[config.mk]
export PLATFORM = sky130hd
export DESIGN_NAME = pulse_seq
export DESIGN_NICKNAME = d
export VERILOG_FILES = /design/src/rtl/pps_pkg.sv /design/src/rtl/pps_imem.sv /design/src/rtl/pps_stack.sv /design/src/rtl/pulse_seq.sv
export SDC_FILE = /design/constraint.sdc
export NUM_CORES = 2
export LEC_CHECK = 0
export BUFFER_PORTS_ARGS = -buffer_cell sky130_fd_sc_hd__buf_2
export CORE_ASPECT_RATIO = 1.25
export CORE_UTILIZATION = 60
export CTS_BUF_LIST = sky130_fd_sc_hd__clkbuf_4 sky130_fd_sc_hd__clkbuf_8
export DETAILED_ROUTE_END_ITERATION = 8
export PLACE_DENSITY_LB_ADDON = 0.1
export SLEW_MARGIN = 20
export SYNTH_ARGS = -nofsm -noshare
export SYNTH_HDL_FRONTEND = slang
export SYNTH_HIERARCHICAL = 1
export SYNTH_SLANG_ARGS = --single-unit
export TNS_END_PERCENT = 30
[constraint.sdc]
create_clock -name clk -period 8.1 [get_ports clk]
set_input_delay 0.81 -clock clk [delete_from_list [all_inputs] [get_ports clk]]
set_output_delay 0.81 -clock clk [all_outputs]
set_load 0.01 [all_outputs]
[src/rtl/pps_pkg.sv]
package pps_pkg;
  localparam int FLAG_W  = 8;
  localparam int OPC_W   = 4;
  localparam int DATA_W  = 12;
  localparam int DLY_W   = 16;
  localparam int INSTR_W = FLAG_W + OPC_W + DATA_W + DLY_W;

  typedef enum logic [OPC_W-1:0] {
    OP_CONT  = 4'd0,
    OP_STOP  = 4'd1,
    OP_LOOP  = 4'd2,
    OP_ENDL  = 4'd3,
    OP_CALL  = 4'd4,
    OP_RET   = 4'd5,
    OP_JUMP  = 4'd6,
    OP_LONG  = 4'd7,
    OP_WAIT  = 4'd8
  } op_e;

  typedef struct packed {
    logic [FLAG_W-1:0] flags;
    op_e               op;
    logic [DATA_W-1:0] data;
    logic [DLY_W-1:0]  dly;
  } instr_t;

  typedef enum logic [2:0] {
    S_IDLE,
    S_FETCH,
    S_ISSUE,
    S_EXEC,
    S_WAIT
  } seq_st_e;
endpackage

[src/rtl/pps_imem.sv]
module pps_imem #(
  parameter int ADDR_W = 6,
  parameter int WORD_W = 40
) (
  input  logic              clk,
  input  logic              we,
  input  logic [ADDR_W-1:0] waddr,
  input  logic [WORD_W-1:0] wdata,
  input  logic [ADDR_W-1:0] raddr,
  output logic [WORD_W-1:0] rdata
);
  localparam int DEPTH = 1 << ADDR_W;

  logic [WORD_W-1:0] mem [DEPTH];

  always_ff @(posedge clk) begin
    if (we) mem[waddr] <= wdata;
    rdata <= mem[raddr];
  end
endmodule

[src/rtl/pps_stack.sv]
module pps_stack #(
  parameter int DEPTH = 8,
  parameter int W     = 12
) (
  input  logic         clk,
  input  logic         rst,
  input  logic         clr,
  input  logic         push,
  input  logic         pop,
  input  logic         upd,
  input  logic [W-1:0] din,
  output logic [W-1:0] top,
  output logic         empty,
  output logic         full
);
  localparam int IX_W = (DEPTH > 1) ? $clog2(DEPTH) : 1;
  localparam int SP_W = $clog2(DEPTH + 1);

  logic [W-1:0]    ent [DEPTH];
  logic [SP_W-1:0] sp;
  logic [IX_W-1:0] top_ix;
  logic [IX_W-1:0] wr_ix;

  assign top_ix = IX_W'(sp - 1'b1);
  assign wr_ix  = IX_W'(sp);
  assign empty  = (sp == '0);
  assign full   = (sp == SP_W'(DEPTH));
  assign top    = empty ? '0 : ent[top_ix];

  always_ff @(posedge clk) begin
    if (rst || clr) begin
      sp <= '0;
    end else if (push && !full) begin
      sp <= sp + 1'b1;
    end else if (pop && !empty) begin
      sp <= sp - 1'b1;
    end
  end

  always_ff @(posedge clk) begin
    if (!rst && !clr) begin
      if (push && !full)        ent[wr_ix]  <= din;
      else if (upd && !empty)   ent[top_ix] <= din;
    end
  end

  AST_NO_PUSH_FULL: assert property (@(posedge clk) disable iff (rst) (full && !clr) |-> !push);
  AST_NO_POP_EMPTY: assert property (@(posedge clk) disable iff (rst) (empty && !clr) |-> !(pop || upd));
endmodule

[src/rtl/pulse_seq.sv]
module pulse_seq
  import pps_pkg::*;
#(
  parameter int ADDR_W     = 6,
  parameter int STACK_D    = 8,
  parameter int MIN_DLY    = 5,
  parameter int WAIT_EXTRA = 6
) (
  input  logic                 clk,
  input  logic                 rst,
  input  logic                 start_i,
  input  logic                 trig_i,
  input  logic                 wr_en_i,
  input  logic [ADDR_W-1:0]    wr_addr_i,
  input  logic [INSTR_W-1:0]   wr_data_i,
  output logic [FLAG_W-1:0]    flags_o,
  output logic                 running_o,
  output logic                 done_o,
  output logic                 err_o
);
  localparam int CNT_W = DLY_W + DATA_W;

  seq_st_e           st_q;
  logic [ADDR_W-1:0] pc_q;
  logic [CNT_W-1:0]  cnt_q;
  logic [INSTR_W-1:0] rd_word;
  instr_t            ins;

  pps_imem #(.ADDR_W(ADDR_W), .WORD_W(INSTR_W)) imem_i (
    .clk(clk), .we(wr_en_i), .waddr(wr_addr_i), .wdata(wr_data_i),
    .raddr(pc_q), .rdata(rd_word)
  );
  assign ins = rd_word;

  logic issue, launch;
  assign issue  = (st_q == S_ISSUE);
  assign launch = (st_q == S_IDLE) && start_i;

  // loop counter stack
  logic [DATA_W-1:0] ls_top, ls_din;
  logic ls_empty, ls_full, ls_push, ls_pop, ls_dec, ls_fault;
  logic is_loop, is_endl;
  assign is_loop  = issue && (ins.op == OP_LOOP);
  assign is_endl  = issue && (ins.op == OP_ENDL);
  assign ls_push  = is_loop && !ls_full;
  assign ls_dec   = is_endl && !ls_empty && (ls_top > DATA_W'(1));
  assign ls_pop   = is_endl && !ls_empty && (ls_top <= DATA_W'(1));
  assign ls_fault = (is_loop && ls_full) || (is_endl && ls_empty);
  assign ls_din   = ls_dec ? (ls_top - 1'b1) : ins.data;

  pps_stack #(.DEPTH(STACK_D), .W(DATA_W)) loop_stk_i (
    .clk(clk), .rst(rst), .clr(launch), .push(ls_push), .pop(ls_pop),
    .upd(ls_dec), .din(ls_din), .top(ls_top), .empty(ls_empty), .full(ls_full)
  );

  // return address stack
  logic [ADDR_W-1:0] cs_top, pc_inc;
  logic cs_empty, cs_full, cs_push, cs_pop, cs_fault;
  logic is_call, is_ret;
  assign pc_inc   = pc_q + 1'b1;
  assign is_call  = issue && (ins.op == OP_CALL);
  assign is_ret   = issue && (ins.op == OP_RET);
  assign cs_push  = is_call && !cs_full;
  assign cs_pop   = is_ret && !cs_empty;
  assign cs_fault = (is_call && cs_full) || (is_ret && cs_empty);

  pps_stack #(.DEPTH(STACK_D), .W(ADDR_W)) call_stk_i (
    .clk(clk), .rst(rst), .clr(launch), .push(cs_push), .pop(cs_pop),
    .upd(1'b0), .din(pc_inc), .top(cs_top), .empty(cs_empty), .full(cs_full)
  );

  // next address and duration
  logic [ADDR_W-1:0] tgt, pc_nxt;
  logic [DLY_W-1:0]  dly_eff;
  logic [CNT_W-1:0]  dur, wait_cnt;
  logic              long_ok, fault;

  assign tgt      = ins.data[ADDR_W-1:0];
  assign dly_eff  = (ins.dly < DLY_W'(MIN_DLY)) ? DLY_W'(MIN_DLY) : ins.dly;
  assign long_ok  = (ins.data >= DATA_W'(2));
  assign fault    = ls_fault || cs_fault;
  assign wait_cnt = CNT_W'(dly_eff) + CNT_W'(WAIT_EXTRA) - CNT_W'(2);

  always_comb begin
    pc_nxt = pc_inc;
    dur    = CNT_W'(dly_eff);
    case (ins.op)
      OP_ENDL: if (ls_dec) pc_nxt = tgt;
      OP_CALL: pc_nxt = tgt;
      OP_RET:  pc_nxt = cs_top;
      OP_JUMP: pc_nxt = tgt;
      OP_LONG: if (long_ok) dur = CNT_W'(dly_eff) * CNT_W'(ins.data);
      default: ;
    endcase
  end

  always_ff @(posedge clk) begin
    if (rst) begin
      st_q      <= S_IDLE;
      pc_q      <= '0;
      cnt_q     <= '0;
      flags_o   <= '0;
      running_o <= 1'b0;
      done_o    <= 1'b0;
      err_o     <= 1'b0;
    end else begin
      case (st_q)
        S_IDLE: if (start_i) begin
          pc_q      <= '0;
          running_o <= 1'b1;
          done_o    <= 1'b0;
          err_o     <= 1'b0;
          st_q      <= S_FETCH;
        end
        S_FETCH: st_q <= S_ISSUE;
        S_ISSUE: begin
          if (fault) begin
            flags_o   <= '0;
            running_o <= 1'b0;
            err_o     <= 1'b1;
            st_q      <= S_IDLE;
          end else if (ins.op == OP_STOP) begin
            flags_o   <= '0;
            running_o <= 1'b0;
            done_o    <= 1'b1;
            st_q      <= S_IDLE;
          end else begin
            flags_o <= ins.flags;
            pc_q    <= pc_nxt;
            if (ins.op == OP_LONG && !long_ok) err_o <= 1'b1;
            if (ins.op == OP_WAIT) begin
              cnt_q <= wait_cnt;
              st_q  <= S_WAIT;
            end else begin
              cnt_q <= dur - CNT_W'(2);
              st_q  <= S_EXEC;
            end
          end
        end
        S_EXEC: begin
          if (cnt_q == '0) st_q <= S_ISSUE;
          else             cnt_q <= cnt_q - 1'b1;
        end
        S_WAIT: if (trig_i) st_q <= S_EXEC;
        default: st_q <= S_IDLE;
      endcase
    end
  end

  // dwell counter used only by the minimum-length check
  logic [7:0] gap_q;
  always_ff @(posedge clk) begin
    if (rst || issue) gap_q <= '0;
    else if (gap_q != 8'hFF) gap_q <= gap_q + 1'b1;
  end

  AST_FLAGS_STABLE: assert property (@(posedge clk) disable iff (rst) (st_q != S_ISSUE) |=> $stable(flags_o));
  AST_MIN_DWELL: assert property (@(posedge clk) disable iff (rst) (issue && $past(st_q) != S_FETCH) |-> (gap_q >= 8'(MIN_DLY - 1)));
  AST_WAIT_HOLD: assert property (@(posedge clk) disable iff (rst) (st_q == S_WAIT && !trig_i) |=> (st_q == S_WAIT && $stable(flags_o)));
  AST_STOP_ZERO: assert property (@(posedge clk) disable iff (rst) $rose(done_o) |-> (flags_o == '0 && !running_o));
  AST_DONE_IDLE: assert property (@(posedge clk) disable iff (rst) done_o |-> !running_o);
endmodule

# Word-level counts from Yosys, hierarchy flattened

Memory sizes are Yosys's and may differ from the RTL's. A register that Yosys moved wholly into a read port is not among the register bits.
Cells that the tools add are included.

Multiplexer cells: 57
$mul: 1
Reduce and logical (&&, ||, !) cells: 49
Equal/unequal tests: 24
Shift operators: 0
Bitwise operators: 0
$add $sub $neg: 10
$lt $le $gt $ge: 4
Div/mod/pow operators: 0

Operators by type and width:

| kind                    | number |
|---|---|
| $mux W28                | 6 |
| $pmux W28 S2            | 1 |
| $mux W12                | 3 |
| $mux W6                 | 5 |
| $logic_not A28 Y1       | 1 |
| $mul A16 B12 Y28        | 1 |
| $sub A28 B1 Y28 const B | 1 |
| $sub A28 B2 Y28 const B | 1 |
| $logic_and A1 B1 Y1     | 22 |
| $mux W1                 | 22 |
| $mux W3                 | 7 |
| $pmux W6 S3             | 1 |
| $sub A17 B2 Y18 const B | 1 |
| $add A16 B3 Y17 const B | 1 |
| $eq A4 B3 Y1 const B    | 4 |
| $lt A16 B3 Y1 const B   | 1 |
| $mux W16                | 1 |
| $mux W4                 | 4 |
| $mux W8                 | 2 |
| $reduce_and A4 Y1       | 4 |
| $pmux W3 S5             | 1 |
| $eq A4 B4 Y1 const B    | 3 |
| $ge A12 B2 Y1 const B   | 1 |
| $gt A12 B1 Y1 const B   | 1 |
| other kinds (24)        | 50 |

ROM bits: 0
Input port bits: 51
Memory bits (writable): 2704
Memories kept: 3
Register bits after elaboration: 56
Latch bits: 0
Logic and storage cells: 157

Memory list:

| name           | words | bits a word | rd ports | clocked after memory_dff | write ports | RTL line        | text |
|---|---|---|---|---|---|---|---|
| imem_i.mem     | 64    | 40          | 1        | 1                        | 1           | pps_imem.sv:14  | `logic [WORD_W-1:0] mem [DEPTH];` |
| loop_stk_i.ent | 8     | 12          | 1        | 0                        | 1           | pps_stack.sv:19 | `logic [W-1:0] ent [DEPTH];` |
| call_stk_i.ent | 8     | 6           | 1        | 0                        | 1           | pps_stack.sv:19 |  |

# Depth between registers and ports, before layout

An unclocked memory read counts as a cell.

Word-level depth: 12
Mapped depth: 28

# By module

The synthesis kept the hierarchy.

By module, submodules not included:

| module                  | area each (um^2) | instances | cells an instance |
|---|---|---|---|
| pps_imem                | 97836.3          | 1         | 4195 |
| pulse_seq               | 10740.3          | 1         | 1426 |
| pps_stack at loop_stk_i | 4299.1           | 1         | 250 |
| pps_stack at call_stk_i | 2446.1           | 1         | 163 |

# Least setup slack after synthesis

Ideal clock, no wire load.

Kind: reg-to-reg
From: register imem_i.rdata[12] (read register of imem_i.mem)
To: register cnt_q[26]
Required time: 7.956 ns
Library setup time: 0.144 ns
Period minus slack after synthesis: 6.880 ns
Arrival: 6.736 ns
Path slack: 1.220 ns
Cell stages (with the launch flop): 26
Cells stage by stage: dfxtp_1 > clkbuf_1 > nor4_1 > and4_1 > a21boi_0 > clkbuf_1 > nand2_1 > fa_1 > fa_1 > inv_1 > fa_1 > fa_1 > inv_1 > fa_1 > inv_1 > ha_1 > nand3_1 > nor4_1 > nor3_1 > o31ai_1 > mux2i_1 > nand4_1 > nor3_1 > nand3_1 > o311ai_0 > o221ai_1

Word-level cells in the longest chain between the ends: 10
Elaborated cells on any way between the ends: 12

Ends and longest elaborated chain:

| element                | RTL line         | text |
|---|---|---|
| start: declaration     | pps_imem.sv:10   | `output logic [WORD_W-1:0] rdata` |
| $lt A16 B3 Y1          | pulse_seq.sv:79  | `assign dly_eff = (ins.dly < DLY_W'(MIN_DLY)) ? DLY_W'(MIN_DLY) : ins.dly;` |
| $mux W16 *             | pulse_seq.sv:79  |  |
| $mul A16 B12 Y28       | pulse_seq.sv:92  | `OP_LONG: if (long_ok) dur = CNT_W'(dly_eff) * CNT_W'(ins.data);` |
| $mux W28               | pulse_seq.sv:92  |  |
| $mux W28               | pulse_seq.sv:87  | `case (ins.op)` |
| $sub A28 B2 Y28        | pulse_seq.sv:135 | `cnt_q <= dur - CNT_W'(2);` |
| $mux W28 *             | pulse_seq.sv:131 | `if (ins.op == OP_WAIT) begin` |
| $mux W28 *             | pulse_seq.sv:122 | `end else if (ins.op == OP_STOP) begin` |
| $mux W28 *             | pulse_seq.sv:117 | `if (fault) begin` |
| $pmux W28 S2 *         | pulse_seq.sv:107 | `case (st_q)` |
| end signal: assignment | pulse_seq.sv:132 | `cnt_q <= wait_cnt;` |
| end signal: assignment | pulse_seq.sv:135 |  |
| end signal: assignment | pulse_seq.sv:142 | `else cnt_q <= cnt_q - 1'b1;` |
| end: declaration       | pulse_seq.sv:25  | `logic [CNT_W-1:0] cnt_q;` |

Mark *: on every way between the ends. The rest lies on a longest branch, timed or not. The select of a mux whose other input is x is not followed.
A chain may end at the register's enable or synchronous reset.

# Worst setup path after layout

From: register imem_i.rdata[12] (read register of imem_i.mem)
To: register cnt_q[27]

The elaborated chain is that of the path after synthesis.

==> impl_results.md <==
* Die width at 394 um
* Clock Power Share at 34.3%
* Setup bufs post-CTS at 0
* CTS tree: built
* Sw Share at 26.4%
* Critical Path AT at 8.39 ns
* Main synth FF type: edfxtp_1
* PortBufs at 61
* CTS root buf: clkbuf_8
* Final Max Slew Viols at 0
* Worst-skew pair later-pin latency at 1.09 ns
* CP Cell Sequence: nor4_1, and4_1, a21o_1, nand2_1, fa_1, fa_1, inv_1, fa_1, fa_1, inv_1, fa_1, inv_1, ha_1, nand3_1, nor4_1, nor3_1, o31ai_1, mux2i_1, nand4_1, nor3_2, nand3_1, or3_1, o221ai_1
* CP endpoint kind: flop
* Slew margin rel. at 15.8%
* Antenna-violating nets left at 0
* # DRC at 0
* Area grow syn2layout at 10.4%
* Largest net degree at the start of global routing at 131
* Worst r2r dst: cnt_q[27]
* R2r setup slk at 0.72 ns
* Top delay family on crit path: adder cells
* F_max at 135 MHz
* Combinational share of power at 16.5%
* Crit path time final at 7.38 ns
* Top-count cell post-synth: edfxtp_1
* CP required at 9.11 ns
* Worst Hold Path EP: st_q[0]
* Register-to-Register Path Depth at 23
* Reg-to-Reg Start: imem_i/rdata[12]
* Worst slew pin tran at 1.25 ns
* Syn Area/Cell at 19.1 um2
* Clock Pin Slew Worst Setup and Hold Paths at 0.07 ns
* Hold Violations, Final at 0
* Status: finished, final reports clean
* Critical Path Fanout Max at 12
* Via density at 6.61
* Min-Delay Path Class: input pin to flop
* P per Cell Area at 257 nW/um2
* Dpl cells at 8457
* Setup Viol. Count Final at 0
* Worst setup SP type: flop
* Max-Cap Viols at 0
* Internal power at 24100 uW
* Total net switching power at 8640 uW
* Initial antenna violation count at 19
* Yosys warning total at 6
* Setup_tns at 0 ns
* Drt wl/cell at 32.1 um
* Htree depth at 5
* Final non-filler cell total at 9208
* Critical Path Most Common Cell: fa_1
* Mapped cell area at 115000 um2
* Congestion Overflow GR at 0
* Area share of the largest cell type after synthesis at 70.4%
* Aggregate global-route resource usage at 30.7%
* Number of global-route vias before repair at 61700
* Longest Clk Path Bufs at 4
* HP Start: start_i
* Clock sink total at 2800
* Layout cells sized above 1 at 25.6%
* Post-synth EDFFs at 2704
* Slowest CP cell: fa_1
* Async S/R FF share, synth at 0%
* Unrepaired setup endpoints after global routing: false
* Netlist cell types at 93
* DR vias at 60900
* Leakage power at 0.0401 uW
* CORE AREA at 191000 um2
* CTS Buf Count at 427
* Sequential area share after synthesis at 72.1%
* CP peak stage delay at 0.50 ns
* Crit Path Category: flop to flop
* Worst path bufs/invs at 3
* Die area at 194000 um2
* Num rows at 179
* Synth Register Bits at 2800
* Ports at 62
* Initial DRT Pass Iterations at 5
* Seq pwr share at 49.2%
* Post-synth top cells: edfxtp_1 (2704), mux4_2 (644), nand2_1 (252)
* Die H at 492 um
* Area contributors post-synth: edfxtp_1 (70%), mux4_2 (13%), fa_1 (2.4%)
* Nets at 6620
* HPWL Detailed at 162000 um
* Final clock period utilization by the worst path at 91.1%
* Worst VDD drop at 0.411 mV
* Hold path cells at 5
* First-pass GRT wire length at 425000 um
* DRT Wirelength at 295000 um
* Layout Skew at 0.0689 ns
* Final Wtd Congestion at 0.862
* Starting density of the core at 60.5%
* Synth area leader: edfxtp_1
* Starting DRT DRC Count at 6686
* Cells after Synth at 6034
power groups by stage:
stage	Combinational (uW)	Sequential, uW	Clock [uW]
2_1_floorplan	4010	16300	0
3_3_place_gp	5290	16400	0
3_5_place_dp	5360	16400	0
4_1_cts	5390	16100	11400
5_1_grt	6020	16100	12000
6_report	5410	16100	11200
metal layers:
layer / vias up / track usage (%) / share of wire [%]
li1: 25200 / - / -
met1: 32200 / 42.3 / 38
met2: 3009 / 49.8 / 49
met3: 515 / 5.37 / 8.8
met4: 6 / 11.2 / 3.5
met5: - / 0 / 0.018
kinds of logic after synthesis:
family | synth area share [%]
flip-flops | 72.1
AND/OR/NAND/NOR | 3.64
multiplexers | 14.1
AO/OA/AOI/OAI | 4.30
buffers and inverters | 2.24
adder cells (fa/ha/maj) | 3.25
XOR/XNOR | 0.395
other | 0.00325
per-stage QoR:
step | setup slack [ns] | hold WS (ns) | power, uW | util (%) | cell area [um2]
after floorplan | 1.22 | 0.443 | 20400 | - | 115000
after global placement | 0.640 | 0.450 | 21700 | 62.5 | 119000
after detailed placement | 0.480 | 0.460 | 21800 | 62.5 | 119000
after CTS | 0.484 | 0.0764 | 32900 | 66.7 | 127000
after global routing | 0.180 | 0.136 | 34100 | 66.8 | 127000
final | 0.717 | 0.167 | 32700 | 66.8 | 127000
cell usage in the layout, fill, tap and decap left out, types with 37 or more instances in the layout:
| master | Yosys | layout |
|---|---|---|
| nor2_4 | 0 | 62 |
| mux2i_1 | 124 | 124 |
| clkinv_1 | 1 | 109 |
| edfxtp_1 | 2704 | 2704 |
| buf_4 | 53 | 194 |
| mux4_2 | 644 | 644 |
| dfxtp_1 | 96 | 89 |
| o21ai_0 | 108 | 108 |
| ha_1 | 76 | 76 |
| a221oi_1 | 39 | 39 |
| clkbuf_4 | 0 | 120 |
| a21oi_1 | 147 | 147 |
| nor2_1 | 208 | 146 |
| nor3_1 | 55 | 51 |
| fa_1 | 140 | 140 |
| and2_1 | 74 | 74 |
| clkinv_2 | 0 | 54 |
| nand3_1 | 41 | 41 |
| xnor2_1 | 37 | 37 |
| mux2_2 | 41 | 41 |
| o22ai_1 | 152 | 152 |
| o221ai_1 | 46 | 46 |
| inv_1 | 209 | 209 |
| nand2_1 | 252 | 249 |
| clkbuf_8 | 3 | 437 |
how the worst max path moves through the flow:
stage,start,endpoint,slack [ns],depth (start not counted)
final,imem_i/rdata[12],cnt_q[27],0.72,23
after global routing,imem_i/rdata[12],cnt_q[26],0.18,23
after CTS,imem_i/rdata[12],cnt_q[27],0.48,22
after detailed placement,imem_i/rdata[12],cnt_q[27],0.48,22
after global placement,imem_i/rdata[12],cnt_q[26],0.64,22
after floorplan,imem_i/rdata[12],cnt_q[26],1.22,25
sequential cells by signal, summed over array words and instances, names as in the netlist:
name / cells
imem_i/mem: 2560
err_o: 1
call_stk_i/ent: 48
running_o: 1
done_o: 1
cnt_q: 28
call_stk_i/sp: 4
loop_stk_i/sp: 4
st_q: 3
imem_i/rdata: 40
pc_q: 6
loop_stk_i/ent: 96
flags_o: 8
what timing repair did:
item / 4_1_cts / 5_1_grt
resized for setup: 0 / 2
endpoints found under the hold margin: 2 / 0
setup endpoints to repair: 0 / 2
hold buffers: 1 / 0
worst min-delay path, delay by kind of cell:
family / cells / cell delay [ns]
buffers and inverters: 1 / 0.09
AOI/OAI and AO/OA: 2 / 0.19
and+or+nand+nor: 2 / 0.12
layout make-up:
cell class	count	area, um2
fillers	12500	63300
clock buffers	557	6920
inverters	210	788
multi-input cells	2675	30300
diodes	10	25.0
repair buffers	239	1840
clock inverters	183	1140
well taps	2534	3170
flip-flops and latches	2800	83100
Power figures use the tool's default switching activity.
